### src/rtl/invGateProt_pkg.sv
package invGateProt_pkg;
  localparam int LEGS = 3;

  // Control-to-datapath strobes: which gate groups are blocked this cycle
  typedef struct packed {
    logic            lowBlock;
    logic [LEGS-1:0] hiBlock;
  } gateStrobe_t;
endpackage

### src/rtl/invGateProtCell.sv
module invGateProtCell (
  input  logic clk,
  input  logic rstN,
  input  logic block,
  input  logic pwmIn,
  output logic gateOut
);
  logic inPrev;
  logic armed;
  logic rise;
  logic armNext;

  assign rise    = pwmIn & ~inPrev;
  assign armNext = ~block & (armed | rise);

  always_ff @(posedge clk) begin
    if (!rstN) begin
      inPrev  <= 1'b0;
      armed   <= 1'b0;
      gateOut <= 1'b0;
    end else begin
      inPrev  <= pwmIn;
      armed   <= armNext;
      gateOut <= armNext & pwmIn;
    end
  end

  // a blocked cycle leaves the gate off after the edge
  a_r3_block_kills_gate: assert property (@(posedge clk) disable iff (!rstN)
    block |=> !gateOut);

  // a gate only comes on from an armed state or a fresh low-to-high input
  a_r7_fresh_edge: assert property (@(posedge clk) disable iff (!rstN)
    $rose(gateOut) |-> ($past(pwmIn) && ($past(armed) || !$past(inPrev))));
endmodule

### src/rtl/invGateProtPath.sv
module invGateProtPath
  import invGateProt_pkg::*;
(
  input  logic            clk,
  input  logic            rstN,
  input  gateStrobe_t     strb,
  input  logic [LEGS-1:0] pwmHi,
  input  logic [LEGS-1:0] pwmLo,
  output logic [LEGS-1:0] gateHi,
  output logic [LEGS-1:0] gateLo
);
  for (genvar leg = 0; leg < LEGS; leg++) begin : gLeg
    invGateProtCell uHi (
      .clk    (clk),
      .rstN   (rstN),
      .block  (strb.hiBlock[leg]),
      .pwmIn  (pwmHi[leg]),
      .gateOut(gateHi[leg])
    );
    invGateProtCell uLo (
      .clk    (clk),
      .rstN   (rstN),
      .block  (strb.lowBlock),
      .pwmIn  (pwmLo[leg]),
      .gateOut(gateLo[leg])
    );

    // an upper block acts on its own leg only
    a_r6_upper_leg_off: assert property (@(posedge clk) disable iff (!rstN)
      strb.hiBlock[leg] |=> !gateHi[leg]);
  end

  // a lower block clears every lower gate together
  a_r3_lower_all_off: assert property (@(posedge clk) disable iff (!rstN)
    strb.lowBlock |=> (gateLo == '0));
endmodule

### src/rtl/invGateProtCtrl.sv
module invGateProtCtrl
  import invGateProt_pkg::*;
#(
  parameter int SC_FILT  = 4,
  parameter int FO_WIDTH = 240000
) (
  input  logic            clk,
  input  logic            rstN,
  input  logic            scFlag,
  input  logic            lvTrip,
  input  logic            lvReset,
  input  logic [LEGS-1:0] hvTrip,
  input  logic [LEGS-1:0] hvReset,
  output gateStrobe_t     strb,
  output logic            faultN
);
  localparam int SCW = $clog2(SC_FILT + 1);
  localparam int FOW = $clog2(FO_WIDTH + 1);
  localparam logic [SCW-1:0] SC_LAST = SCW'(SC_FILT - 1);
  localparam logic [FOW-1:0] FO_LOAD = FOW'(FO_WIDTH);

  logic [SCW-1:0]  scRun;
  logic            scTrip;
  logic [FOW-1:0]  foCnt;
  logic            foBusy;
  logic            lvUv;
  logic [LEGS-1:0] hvUv;

  assign scTrip = scFlag && (scRun == SC_LAST);
  assign foBusy = (foCnt != '0);

  // Glitch filter: count consecutive high samples, hold at the threshold
  always_ff @(posedge clk) begin
    if (!rstN)          scRun <= '0;
    else if (!scFlag)   scRun <= '0;
    else if (!scTrip)   scRun <= scRun + 1'b1;
  end

  // Fault-width timer, reloaded by every trip event
  always_ff @(posedge clk) begin
    if (!rstN)                 foCnt <= '0;
    else if (scTrip || lvTrip) foCnt <= FO_LOAD;
    else if (foBusy)           foCnt <= foCnt - 1'b1;
  end

  // Lower supply state: under-voltage from reset, trip beats reset flag
  always_ff @(posedge clk) begin
    if (!rstN)        lvUv <= 1'b1;
    else if (lvTrip)  lvUv <= 1'b1;
    else if (lvReset) lvUv <= 1'b0;
  end

  for (genvar leg = 0; leg < LEGS; leg++) begin : gHv
    always_ff @(posedge clk) begin
      if (!rstN)             hvUv[leg] <= 1'b1;
      else if (hvTrip[leg])  hvUv[leg] <= 1'b1;
      else if (hvReset[leg]) hvUv[leg] <= 1'b0;
    end
  end

  always_comb begin
    strb.lowBlock = lvUv | lvTrip | scTrip | foBusy;
    strb.hiBlock  = hvUv | hvTrip;
  end

  assign faultN = ~(lvUv | foBusy);

  // a trip is only recognised with the flag present now and before
  a_r2_filter_needs_run: assert property (@(posedge clk) disable iff (!rstN)
    (scTrip && (SC_FILT > 1)) |-> $past(scFlag));

  // the fault line is low right after a short-circuit trip
  a_r4_sc_fault_out: assert property (@(posedge clk) disable iff (!rstN)
    scTrip |=> !faultN);

  // a lower-supply trip loads the full fault width
  a_r5_uv_full_width: assert property (@(posedge clk) disable iff (!rstN)
    lvTrip |=> (foCnt == FO_LOAD) && !faultN);

  // reset flag alone clears the lower under-voltage state
  a_r8_uv_release: assert property (@(posedge clk) disable iff (!rstN)
    (lvReset && !lvTrip) |=> !lvUv);
endmodule

### src/rtl/invGateProt.sv
module invGateProt
  import invGateProt_pkg::*;
#(
  parameter int SC_FILT  = 4,
  parameter int FO_WIDTH = 240000
) (
  input  logic       clk,
  input  logic       rstN,
  input  logic [2:0] pwmHi,
  input  logic [2:0] pwmLo,
  input  logic       scFlag,
  input  logic       lvTrip,
  input  logic       lvReset,
  input  logic [2:0] hvTrip,
  input  logic [2:0] hvReset,
  output logic [2:0] gateHi,
  output logic [2:0] gateLo,
  output logic       faultN
);
  gateStrobe_t strb;

  invGateProtCtrl #(
    .SC_FILT (SC_FILT),
    .FO_WIDTH(FO_WIDTH)
  ) uCtrl (
    .clk    (clk),
    .rstN   (rstN),
    .scFlag (scFlag),
    .lvTrip (lvTrip),
    .lvReset(lvReset),
    .hvTrip (hvTrip),
    .hvReset(hvReset),
    .strb   (strb),
    .faultN (faultN)
  );

  invGateProtPath uPath (
    .clk   (clk),
    .rstN  (rstN),
    .strb  (strb),
    .pwmHi (pwmHi),
    .pwmLo (pwmLo),
    .gateHi(gateHi),
    .gateLo(gateLo)
  );

  // upper-supply trips alone never pull the fault line low
  a_r9_upper_silent: assert property (@(posedge clk) disable iff (!rstN)
    (faultN && !scFlag && !lvTrip && (hvTrip != '0)) |=> faultN);
endmodule

### config.mk
export PLATFORM = sky130hd
export DESIGN_NAME = invGateProt
export DESIGN_NICKNAME = d
export VERILOG_FILES = /design/src/rtl/invGateProt_pkg.sv /design/src/rtl/invGateProtCell.sv /design/src/rtl/invGateProtPath.sv /design/src/rtl/invGateProtCtrl.sv /design/src/rtl/invGateProt.sv
export SDC_FILE = /design/constraint.sdc
export NUM_CORES = 1
export LEC_CHECK = 0
export BUFFER_PORTS_ARGS = -buffer_cell sky130_fd_sc_hd__clkbuf_2
export CORE_MARGIN = 2
export CORE_UTILIZATION = 50
export CTS_CLUSTER_DIAMETER = 100
export DETAILED_ROUTE_END_ITERATION = 12
export PLACE_DENSITY = 0.73
export SYNTH_ARGS = -nofsm -noshare
export SYNTH_HDL_FRONTEND = slang
export SYNTH_SLANG_ARGS = --single-unit
### constraint.sdc
create_clock -name clk -period 1.97 [get_ports clk]
set_clock_uncertainty 0.05 [all_clocks]
set_input_delay 0.2955 -clock clk [delete_from_list [all_inputs] [get_ports clk]]
set_output_delay 0.2955 -clock clk [all_outputs]
set_load 0.05 [all_outputs]
==> results.yml, run 1 <==
place:
  place.detailed.instances: 292
  gp_congestion: 0.834
  detailedPlace.worstSlack_ps: -7.94
  portBuffers: 23
  dpl-instance-area_um2: 2220
  dp_hpwl_um: 2970
sta:
  unrepaired_setup_endpoints_after_global_routing: "true"
  number_of_hold_violations_in_the_final_report: 0
  clock.fmax_mhz: 469
  worst_hold_slack_ps: 130
  setup_tns_ps: -162
  min_period_ps: 2130
  slew_headroom_pct: 71.9
  finalCritPeriodShare_pct: 108
  final_critical_path_setup_slack_ps: -162
  timing_worst_slew_pin_value_ps: 418
  setup_viol: 1
  fin_max_slew_vios: 0
detailed_routing:
  routed_wirelength_um: 4030
  route.vias.total: 1663
  number_of_detailed_routing_iterations_run_before_antenna_repair: 4
  drc: 0
  post_drt_wl_per_cell_um: 13.4
  via_per_inst: 5.52
  dr.first_iter.drc_count: 57
  detail-route-antenna-nets: 0
cells_and_area:
  nets: 273
  layout-drive-gt1-share_pct: 28.5
  n_fill_cell: 307
  areaGrowthSynthToFinish_pct: 23.3
  final_design_area_no_fill_um2: 2370
  post_route_utilization_pct: 64.3
  n_antenna_cell: 0
  finalNonFillerCells: 301
floorplan:
  overall_die_height_um: 66.0
  initial_utilization_pct: 52.2
  floorplan.io_pins: 24
  die-width_um: 66.0
  total_die_area_um2: 4360
  rows: 22
  coreArea_um2: 3690
setup_path:
  critical_path_peak_fanout: 4
  reg2reg_from: "uCtrl.foCnt[12]$_SDFFE_PP0P_"
  setup.worst_path.start_class: "flip-flop"
  worst-endpoint-arrival_ps: 1790
  worst-setup-path-type: "reg2out"
  crit_start: "uCtrl.foCnt[12]$_SDFFE_PP0P_"
  critical_path_required_ps: 1620
  worst_setup_path_end_kind: "output pin"
clock_network:
  cts_htree_levels: 2
  clock_tree_from_tritoncts: "yes"
  clkLatencyLatePin_ps: 300
  clk_root_buffer_cell: "sky130_fd_sc_hd__clkbuf_8"
  cts.clk_slew.worst_paths_ps: 80
  cts_sinks: 43
  clock_buffer_count_from_cts: 5
  clockBufferDepth: 2
synth:
  postSynthNetCount: 232
  synth_compound_gate_area_share_pct: 17.0
  ys_seq_area_share_pct: 44.7
  post_synthesis_sequential_element_count: 43
  post_synth_fa_ha_maj_area_fraction_pct: 2.60
  syn-instance-count: 211
  syn_area_um2: 1920
  combinational_family_with_the_most_area_after_synthesis: "simple AND/OR/NAND/NOR gates"
  synthSimpleGateAreaFrac_pct: 26.3
  yosys-mux-area-fraction_pct: 1.56
  async_flop_share_pct: 0
  synth_edf_count: 0
  synth-xor-area-share_pct: 0.910
  yosysUniqueCellTypes: 46
  ys_warn_count: 0
  synth_area_per_cell_um2: 9.12
  synth-main-ff-cell: "sky130_fd_sc_hd__dfxtp_1"
global_route:
  grt_pass1_wl_um: 7160
  grt_start_max_net_pins: 16
  grt.total_usage_pct: 21.3
  global_route.overflow_total: 0
  grt_antenna_before_repair: 0
  grt_pass1_vias: 1611
power:
  power.density_cell_area_nw_per_um2: 882
  max-vdd-ir-drop_mv: 0.532
  p_total_mw: 2.09
  power_leakage_nw: 0.966
status:
  failed_checks: "negative setup slack"
  status: "finished with violations"
job:
  number_of_maximum_capacitance_constraint_violations: 0
worst_hold_path:
  min-delay-path-class: "in2reg"
  hp-start: "hvTrip[0]"
[cell type report]
class                   count  area (um^2)  area share (%)
well taps                  48         60.1            2.53
repair buffers             45          290            12.2
inverters                  16         60.1            2.53
clock buffers               6         82.6            3.48
clock inverters             2         38.8            1.64
flip-flops and latches     43          863            36.4
multi-input cells         141          977            41.2
[timing repair]
action | CTS | global route
hold buffers | 0 | 0
pin swaps | 4 | 1
hold endpoints to repair | 0 | 0
setup endpoints to repair | 1 | 7
gates resized for setup | 4 | 4
buffers inserted | 2 | 1
gates cloned | 0 | 0
[Yosys cell counts (2+ instances only)]
library cell,count,share of area (%)
sky130_fd_sc_hd__xor2_1,2,0.91
sky130_fd_sc_hd__o21ai_0,9,2.3
sky130_fd_sc_hd__nor2_1,9,1.8
sky130_fd_sc_hd__nand3_1,3,0.78
sky130_fd_sc_hd__buf_4,6,2.3
sky130_fd_sc_hd__nor3b_1,2,0.78
sky130_fd_sc_hd__nor3_1,8,2.1
sky130_fd_sc_hd__o31ai_1,4,1.6
sky130_fd_sc_hd__a211o_1,3,1.4
sky130_fd_sc_hd__or3_1,5,1.6
sky130_fd_sc_hd__and2_1,10,3.3
sky130_fd_sc_hd__nand4_1,3,0.98
sky130_fd_sc_hd__a31oi_1,3,0.98
sky130_fd_sc_hd__nor4_1,11,3.6
sky130_fd_sc_hd__a211oi_1,3,1.2
sky130_fd_sc_hd__dfxtp_1,43,45
sky130_fd_sc_hd__inv_1,15,2.9
sky130_fd_sc_hd__nand2_1,10,2.0
sky130_fd_sc_hd__mux2i_1,3,1.6
sky130_fd_sc_hd__a21o_1,2,0.78
sky130_fd_sc_hd__a21oi_1,15,3.9
sky130_fd_sc_hd__a311oi_1,2,0.91
sky130_fd_sc_hd__or2_2,3,0.98
sky130_fd_sc_hd__nand2b_1,3,0.98
sky130_fd_sc_hd__ha_1,4,2.6
sky130_fd_sc_hd__clkbuf_1,4,0.78
sky130_fd_sc_hd__o31a_1,2,0.91
sky130_fd_sc_hd__or4_1,6,2.3
[final timing paths]
check | endpoint | slack [ps] | cells after the start
hold reg to reg | uPath.gLeg[2].uHi.armed$_SDFF_PN0_ | 390 | 1
setup reg to reg | uCtrl.foCnt[7]$_SDFFE_PN0P_ | 80 | 5
setup / recovery | faultN | -160 | 5
hold / removal | uPath.gLeg[0].uHi.armed$_SDFF_PN0_ | 130 | 2
[report_power, final]
part           leakage (nW)  switching, mW  internal, mW
Clock                0.0618          0.305         0.417
Combinational         0.551          0.220         0.192
Sequential            0.354         0.0420         0.915
Total                 0.966          0.568          1.52
[routing by layer]
layer  wire (um)  GRT usage (%)  vias up  share of wire [%]
met3         159           5.28        6                3.9
met2        2010           36.4       37                 50
met5           0              0        -                  0
met1        1810           26.2      767                 45
met4          53           7.14        0                1.3
li1            -              -      853                  -
[layout by cell type (no fill, tap or decap), drive strengths merged, types with 3 or more instances in the layout]
cell / Yosys / routed
nand4: 3 / 3
clkbuf: 4 / 28
or4: 7 / 7
o21ai: 9 / 9
a31oi: 3 / 3
nor3: 9 / 9
a211oi: 3 / 3
nor4: 13 / 13
buf: 7 / 23
o31ai: 4 / 4
a21oi: 15 / 15
or2: 3 / 3
nand2b: 3 / 3
nor2: 10 / 10
nand2: 10 / 10
mux2i: 3 / 3
ha: 4 / 4
a211o: 3 / 3
dfxtp: 43 / 43
or3: 5 / 5
and2: 10 / 10
nand3: 4 / 4
inv: 15 / 16
[worst max-delay path: stages (launching register included)]
cell	delay, ps
sky130_fd_sc_hd__dfxtp_1	350
sky130_fd_sc_hd__or4_4	530
sky130_fd_sc_hd__nor3_4	250
sky130_fd_sc_hd__nand3_4	110
sky130_fd_sc_hd__nor2_4	100
sky130_fd_sc_hd__buf_8	150
[cell families (layout without fill, tap and decap cells)]
group                    after synthesis  count (layout)
AO/OA/AOI/OAI                         50              50
XOR/XNOR                               2               2
adder cells (fa/ha/maj)                4               4
buffers and inverters                 27              69
flip-flops                            43              43
multiplexers                           3               3
AND/OR/NAND/NOR                       82              82
[registers in the layout (all words and copies together) (netlist names)]
register and flops:
uCtrl.hvUv 3, uCtrl.scRun 3, uPath.gLeg.uHi.armed 3, uPath.gLeg.uLo.gateOut 3, uPath.gLeg.uHi.gateOut 3, uCtrl.foCnt 18
uPath.gLeg.uLo.armed 3, uPath.gLeg.uHi.inPrev 3, uCtrl.lvUv 1, uPath.gLeg.uLo.inPrev 3
Power figures use the tool's default switching activity.
==> run 2, diff against run 1 <==
==> constraint.sdc (replaced) <==
create_clock -name clk -period 1.95 [get_ports clk]
set_clock_uncertainty 0.05 [all_clocks]
set_input_delay 0.2925 -clock clk [delete_from_list [all_inputs] [get_ports clk]]
set_output_delay 0.2925 -clock clk [all_outputs]
set_load 0.05 [all_outputs]
==> run 2 against run 1 <==
The flow still finishes with violations (negative setup slack). Global-route usage fell by 1.0 points. Setup slack got worse by 57 ps. First-iteration DRC count rose by 75%. Sequential power barely moved. Total power fell by 5.8%. Routed wire length fell by 1.9%. Worst hold slack improved by 1.9 ps. Die area did not move. Register-to-register slack got worse by 100 ps. Critical endpoint unchanged.
==> results.yml, run 2 (same netlist as run 1, synthesis figures left out) <==
sta:
  clock.fmax_mhz: 461
  min_period_ps: 2170
  final_critical_path_setup_slack_ps: -220
  unrepaired_setup_endpoints_after_global_routing: "true"
  number_of_hold_violations_in_the_final_report: 0
  finalCritPeriodShare_pct: 111
  slew_headroom_pct: 71.5
  setup_viol: 2
  fin_max_slew_vios: 0
  timing_worst_slew_pin_value_ps: 424
  setup_tns_ps: -239
setup_path:
  setup.worst_path.start_class: "flip-flop"
  timing.critical_path.cells: "inv_2 -> ha_4 -> or3b_4 -> nor3_4 -> nand3_4 -> nor2_4 -> buf_8"
  critical_path_required_ps: 1610
  worst_r2r_end: "uCtrl.foCnt[7]$_SDFFE_PN0P_"
  worst-r2r-setup-slack_ps: -20
  worst-endpoint-arrival_ps: 1830
  cp.buffers_inverters: 2
  worst-setup-path-type: "reg2out"
  worst_setup_path_end_kind: "output pin"
  slowest_delay_ps: 380
  largest_delay_contributor_family_on_the_critical_path: "simple AND/OR/NAND/NOR gates"
  reg2reg_from: "uCtrl.foCnt[0]$_SDFFE_PP0P_"
  reg2regPathDepth: 8
  critical_path_peak_fanout: 3
  timing.critical_path.slowest_stage_cell: "sky130_fd_sc_hd__or3b_4"
global_route:
  grt_pass1_vias: 1607
  grt_pass1_wl_um: 6770
  grt_antenna_before_repair: 0
  grt.total_usage_pct: 20.3
  global_route.overflow_total: 0
  grt_start_max_net_pins: 16
floorplan:
  initial_utilization_pct: 52.2
  coreArea_um2: 3690
  rows: 22
  overall_die_height_um: 66.0
  floorplan.io_pins: 24
  die-width_um: 66.0
  total_die_area_um2: 4360
clock_network:
  cts.clk_slew.worst_paths_ps: 80
  post_cts_hold_buffer_count: 0
  clock_tree_from_tritoncts: "yes"
  clockBufferDepth: 2
  cts_htree_levels: 2
  clkLatencyLatePin_ps: 290
  cts_sinks: 43
  clk_root_buffer_cell: "sky130_fd_sc_hd__clkbuf_8"
  clock_buffer_count_from_cts: 5
power:
  intPower_mw: 1.40
  power_leakage_nw: 0.993
  power.net_switching_mw: 0.573
  power.share.switching_pct: 29.1
  seq_power_share_pct: 48.7
  combinationalPowerShare_pct: 23.9
  max-vdd-ir-drop_mv: 0.546
  power.share.clock_pct: 27.4
  power.density_cell_area_nw_per_um2: 814
job:
  number_of_maximum_capacitance_constraint_violations: 0
cells_and_area:
  final_design_area_no_fill_um2: 2420
  post_route_utilization_pct: 65.6
  most-common-layout-cells: "sky130_fd_sc_hd__dfxtp_1 (41), sky130_fd_sc_hd__buf_4 (26), sky130_fd_sc_hd__clkbuf_2 (22), sky130_fd_sc_hd__a21oi_1 (15), sky130_fd_sc_hd__inv_1 (13)"
  layout-drive-gt1-share_pct: 30.9
  n_fill_cell: 325
  finalNonFillerCells: 307
  largest_reg_flops: 18
  areaGrowthSynthToFinish_pct: 25.7
  layout.cells.most_common: "sky130_fd_sc_hd__dfxtp_1"
  nets: 280
  n_antenna_cell: 0
  max_flop_register: "uCtrl.foCnt"
place:
  gp_congestion: 0.814
  dpl-instance-area_um2: 2240
  dp_hpwl_um: 2780
  portBuffers: 23
  place.detailed.instances: 295
worst_hold_path:
  min-delay-path-class: "in2reg"
  hold_path_end: "uPath.gLeg[2].uHi.armed$_SDFF_PN0_"
  cell_count_of_the_worst_hold_path: 2
  hp-start: "hvTrip[2]"
status:
  status: "finished with violations"
  failed_checks: "negative setup slack"
detailed_routing:
  route.vias.total: 1695
  routed_wirelength_um: 3950
  via_per_inst: 5.52
  post_drt_wl_per_cell_um: 12.9
  drc: 0
  dr.first_iter.drc_count: 100
  detail-route-antenna-nets: 0
  number_of_detailed_routing_iterations_run_before_antenna_repair: 4
[run 2: changes by cell type in the layout (fill, tap and decap cells not counted), sizes merged]
| cell | before | now |
|---|---|---|
| inv | 16 | 15 |
| clkbuf | 28 | 27 |
| clkinv | 1 | 3 |
| buf | 23 | 30 |
| bufinv | 1 | 0 |
[run 2: layout make-up]
class / count / area, um^2 / area share, %
clock buffer: 5 / 68.8 / 2.84
inverter: 16 / 60.1 / 2.48
clock inverter: 2 / 13.8 / 0.569
multi-input combinational: 141 / 987 / 40.8
timing repair buffer: 52 / 367 / 15.1
tap: 48 / 60.1 / 2.48
sequential: 43 / 863 / 35.7
[run 2: worst max-delay path by stage]
| stage | start | endpoint | slack, ps | depth (start not counted) |
|---|---|---|---|---|
| after floorplan | uCtrl.foCnt[1]$_SDFFE_PP0P_ | faultN | -60 | 6 |
| after global placement | uCtrl.foCnt[0]$_SDFFE_PP0P_ | faultN | -0.8 | 7 |
| after detailed placement | uCtrl.foCnt[0]$_SDFFE_PP0P_ | faultN | -30 | 7 |
| after CTS | uCtrl.foCnt[11]$_SDFFE_PN0P_ | faultN | -250 | 5 |
| after global routing | uCtrl.foCnt[1]$_SDFFE_PP0P_ | faultN | -300 | 7 |
| final | uCtrl.foCnt[0]$_SDFFE_PP0P_ | faultN | -220 | 7 |
[run 2: per-layer routing]
metal  routed length (um)  track usage (%)  vias to the layer above
li1                     -                -                      867
met1                 1790             25.0                      777
met2                 1880             32.8                       43
met3                  199             5.45                        8
met4                   76             9.95                        0
met5                    0                0                        -
[run 2: repair_timing]
item,in CTS,in global routing
buffers inserted,0,5
endpoints found under the setup margin,1,8
pin swaps,4,9
gates resized for setup,2,11
[run 2: power by group through the flow]
stage / Clock, mW / Combinational, mW / Sequential, mW
3_5_place_dp: 0 / 0.417 / 0.978
4_1_cts: 0.554 / 0.420 / 0.957
3_3_place_gp: 0 / 0.413 / 0.977
5_1_grt: 0.591 / 0.524 / 0.967
6_report: 0.540 / 0.471 / 0.959
2_1_floorplan: 0 / 0.257 / 0.985
[run 2: metrics by stage]
stage                     hold WS [ps]  power (mW)  worst slack [ps]
after floorplan                    327        1.24             -55.9
after global placement             373        1.39            -0.799
after detailed placement           375        1.39             -28.0
after CTS                          121        1.93              -254
after global routing               124        2.08              -302
final                              132        1.97              -220
==> run 3, diff against run 2 <==
--- a/config.mk
+++ b/config.mk
@@ -8,6 +8,7 @@
 export BUFFER_PORTS_ARGS = -buffer_cell sky130_fd_sc_hd__clkbuf_2
 export CORE_MARGIN = 2
 export CORE_UTILIZATION = 50
+export CTS_BUF_LIST = sky130_fd_sc_hd__clkbuf_2
 export CTS_CLUSTER_DIAMETER = 100
 export DETAILED_ROUTE_END_ITERATION = 12
 export PLACE_DENSITY = 0.73
==> run 3 against run 2 <==
The run still ends with negative setup slack left. Fmax shrank 7.1%. Clock power shrank 32%. Sequential share of layout area shrank 0.51 points. First-iteration DRC count grew 57%. Total power shrank 7.3%. Die area is the same. Critical path type unchanged. Highest routed layer unchanged.
==> results.yml, run 3 (same netlist as run 1, synthesis figures left out) <==
status:
  status: "finished with violations"
  failed_checks: "negative setup slack"
cells_and_area:
  n_fill_cell: 307
  layout.area.seq_um2: 866
  most-common-layout-cells: "sky130_fd_sc_hd__dfxtp_1 (39), sky130_fd_sc_hd__buf_4 (29), sky130_fd_sc_hd__clkbuf_2 (27), sky130_fd_sc_hd__a21oi_1 (15), sky130_fd_sc_hd__inv_1 (13)"
  n_antenna_cell: 0
  largest_reg_flops: 18
  max_flop_register: "uCtrl.foCnt"
  post_route_utilization_pct: 66.8
  layout.cells.most_common: "sky130_fd_sc_hd__dfxtp_1"
  areaGrowthSynthToFinish_pct: 28.0
  layout-drive-gt1-share_pct: 32.7
  nets: 287
  final_design_area_no_fill_um2: 2460
  multiInputGateArea_um2: 1000
floorplan:
  initial_utilization_pct: 52.2
  rows: 22
  overall_die_height_um: 66.0
  die-width_um: 66.0
  floorplan.io_pins: 24
  coreArea_um2: 3690
  total_die_area_um2: 4360
clock_network:
  clk_root_buffer_cell: "sky130_fd_sc_hd__clkbuf_2"
  clockBufferDepth: 2
  cts_sinks: 43
  clock_buffer_count_from_cts: 5
  cts.clk_slew.worst_paths_ps: 210
  cts_htree_levels: 2
  clock_tree_from_tritoncts: "yes"
  clkLatencyLatePin_ps: 410
global_route:
  grt_pass1_vias: 1594
  met3_usage_pct: 5.79
  global_route.overflow_total: 0
  grt.total_usage_pct: 20.4
  grt_pass1_wl_um: 6770
  grt.met2_usage_pct: 33.1
  grt_start_max_net_pins: 16
  groute.layer.met1.usage_pct: 25.2
  grt_antenna_before_repair: 0
  top_usage_layer: "met2"
setup_path:
  critical_path_peak_fanout: 3
  worst_setup_path_end_kind: "output pin"
  worst-r2r-setup-slack_ps: -130
  timing.critical_path.slowest_stage_cell: "sky130_fd_sc_hd__or3b_4"
  worst_r2r_end: "uCtrl.foCnt[7]$_SDFFE_PN0P_"
  setup.worst_path.start_class: "flip-flop"
  timing.critical_path.cells: "inv_2 -> ha_4 -> or3b_4 -> nor3_4 -> nand3_4 -> nor2_4 -> buf_8"
  worst-endpoint-arrival_ps: 1990
  reg2reg_from: "uCtrl.foCnt[0]$_SDFFE_PP0P_"
  critical_path_required_ps: 1610
  reg2regPathDepth: 9
  endpoint: "faultN"
  worst-setup-path-type: "reg2out"
  slowest_delay_ps: 380
  crit_start: "uCtrl.foCnt[0]$_SDFFE_PP0P_"
sta:
  finalCritPeriodShare_pct: 120
  timing_worst_slew_pin_value_ps: 433
  number_of_hold_violations_in_the_final_report: 0
  setup_viol: 10
  worst_hold_slack_ps: 42.6
  clock.fmax_mhz: 428
  unrepaired_setup_endpoints_after_global_routing: "true"
  slew_headroom_pct: 70.9
  fin_max_slew_vios: 0
  final_critical_path_setup_slack_ps: -385
  min_period_ps: 2340
place:
  gp_congestion: 0.814
  portBuffers: 23
  dp_hpwl_um: 2780
  dpl-instance-area_um2: 2240
power:
  combinationalPowerShare_pct: 27.1
  power.share.switching_pct: 31.4
  seq_power_share_pct: 52.7
  power_leakage_nw: 1.02
  max-vdd-ir-drop_mv: 0.443
  intPower_mw: 1.25
  power.net_switching_mw: 0.574
  p_total_mw: 1.83
  power.share.clock_pct: 20.2
  power.density_cell_area_nw_per_um2: 742
job:
  number_of_maximum_capacitance_constraint_violations: 0
detailed_routing:
  drc: 0
  route.vias.total: 1729
  via_per_inst: 5.51
  post_drt_wl_per_cell_um: 12.8
  number_of_detailed_routing_iterations_run_before_antenna_repair: 4
  dr.first_iter.drc_count: 157
  detail-route-antenna-nets: 0
  routed_wirelength_um: 4020
worst_hold_path:
  min-delay-path-class: "in2reg"
  hp-start: "pwmHi[0]"
==> run 3: cell count changes in the layout (fill, tap and decap cells not counted), sizes merged <==
cell | before | now
buf | 30 | 33
clkbuf | 27 | 28
dlygate4sd3 | 0 | 3
==> run 3: power groups by stage <==
| stage | Sequential, mW | Clock, mW | Combinational (mW) |
|---|---|---|---|
| 2_1_floorplan | 0.985 | 0 | 0.257 |
| 3_3_place_gp | 0.977 | 0 | 0.413 |
| 4_1_cts | 0.961 | 0.377 | 0.424 |
| 5_1_grt | 0.971 | 0.414 | 0.547 |
| 6_report | 0.963 | 0.368 | 0.495 |
| 3_5_place_dp | 0.978 | 0 | 0.417 |
==> run 3: worst min-delay path by stage <==
stage	endpoint	slack (ps)	depth (start not counted)
2_1_floorplan	uPath.gLeg[0].uHi.armed$_SDFF_PN0_	330	1
3_3_place_gp	uPath.gLeg[1].uHi.armed$_SDFF_PN0_	370	1
3_5_place_dp	uPath.gLeg[0].uHi.armed$_SDFF_PN0_	370	1
4_1_cts	uPath.gLeg[2].uHi.gateOut$_SDFF_PN0_	30	2
5_1_grt	uPath.gLeg[0].uHi.gateOut$_SDFF_PN0_	10	2
6_report	uPath.gLeg[0].uHi.gateOut$_SDFF_PN0_	40	2
==> run 3: cell type report <==
class                           count  share of cell area [%]
Clock buffer                        5                    1.02
Clock inverter                      2                   0.559
Inverter                           16                    2.44
Multi-Input combinational cell    141                    40.7
Sequential cell                    43                    35.2
Tap cell                           48                    2.44
Timing Repair Buffer               59                    17.7
==> run 3: per-layer routing <==
layer | wire (um) | share of wire [%]
met5 | 0 | 0
met4 | 94 | 2.3
met3 | 190 | 4.7
met2 | 1930 | 48
met1 | 1810 | 45
==> run 3: worst max-delay path, delay by kind of cell (launching register included) <==
kind / cells / cell delay (ps)
buf+inv: 2 / 230
flops: 1 / 370
fa+ha+maj: 1 / 120
simple gates: 4 / 850
==> run 3: what timing repair did <==
action / 4_1_cts / 5_1_grt
cloned: 0 / 1
resized for setup: 4 / 14
pin swaps: 4 / 13
buffers inserted: 0 / 8
endpoints found under the setup margin: 2 / 10
hold buffers: 3 / 0
endpoints found under the hold margin: 4 / 0
==> run 3: metrics by stage <==
step / instances / TNS [ps] / setup slack (ps)
finish: 314 / -770 / -385
global route: 314 / -1740 / -498
CTS: 305 / -409 / -409
detailed placement: 295 / -28.0 / -28.0
global placement: 295 / -0.799 / -0.799
floorplan: 211 / -55.9 / -55.9
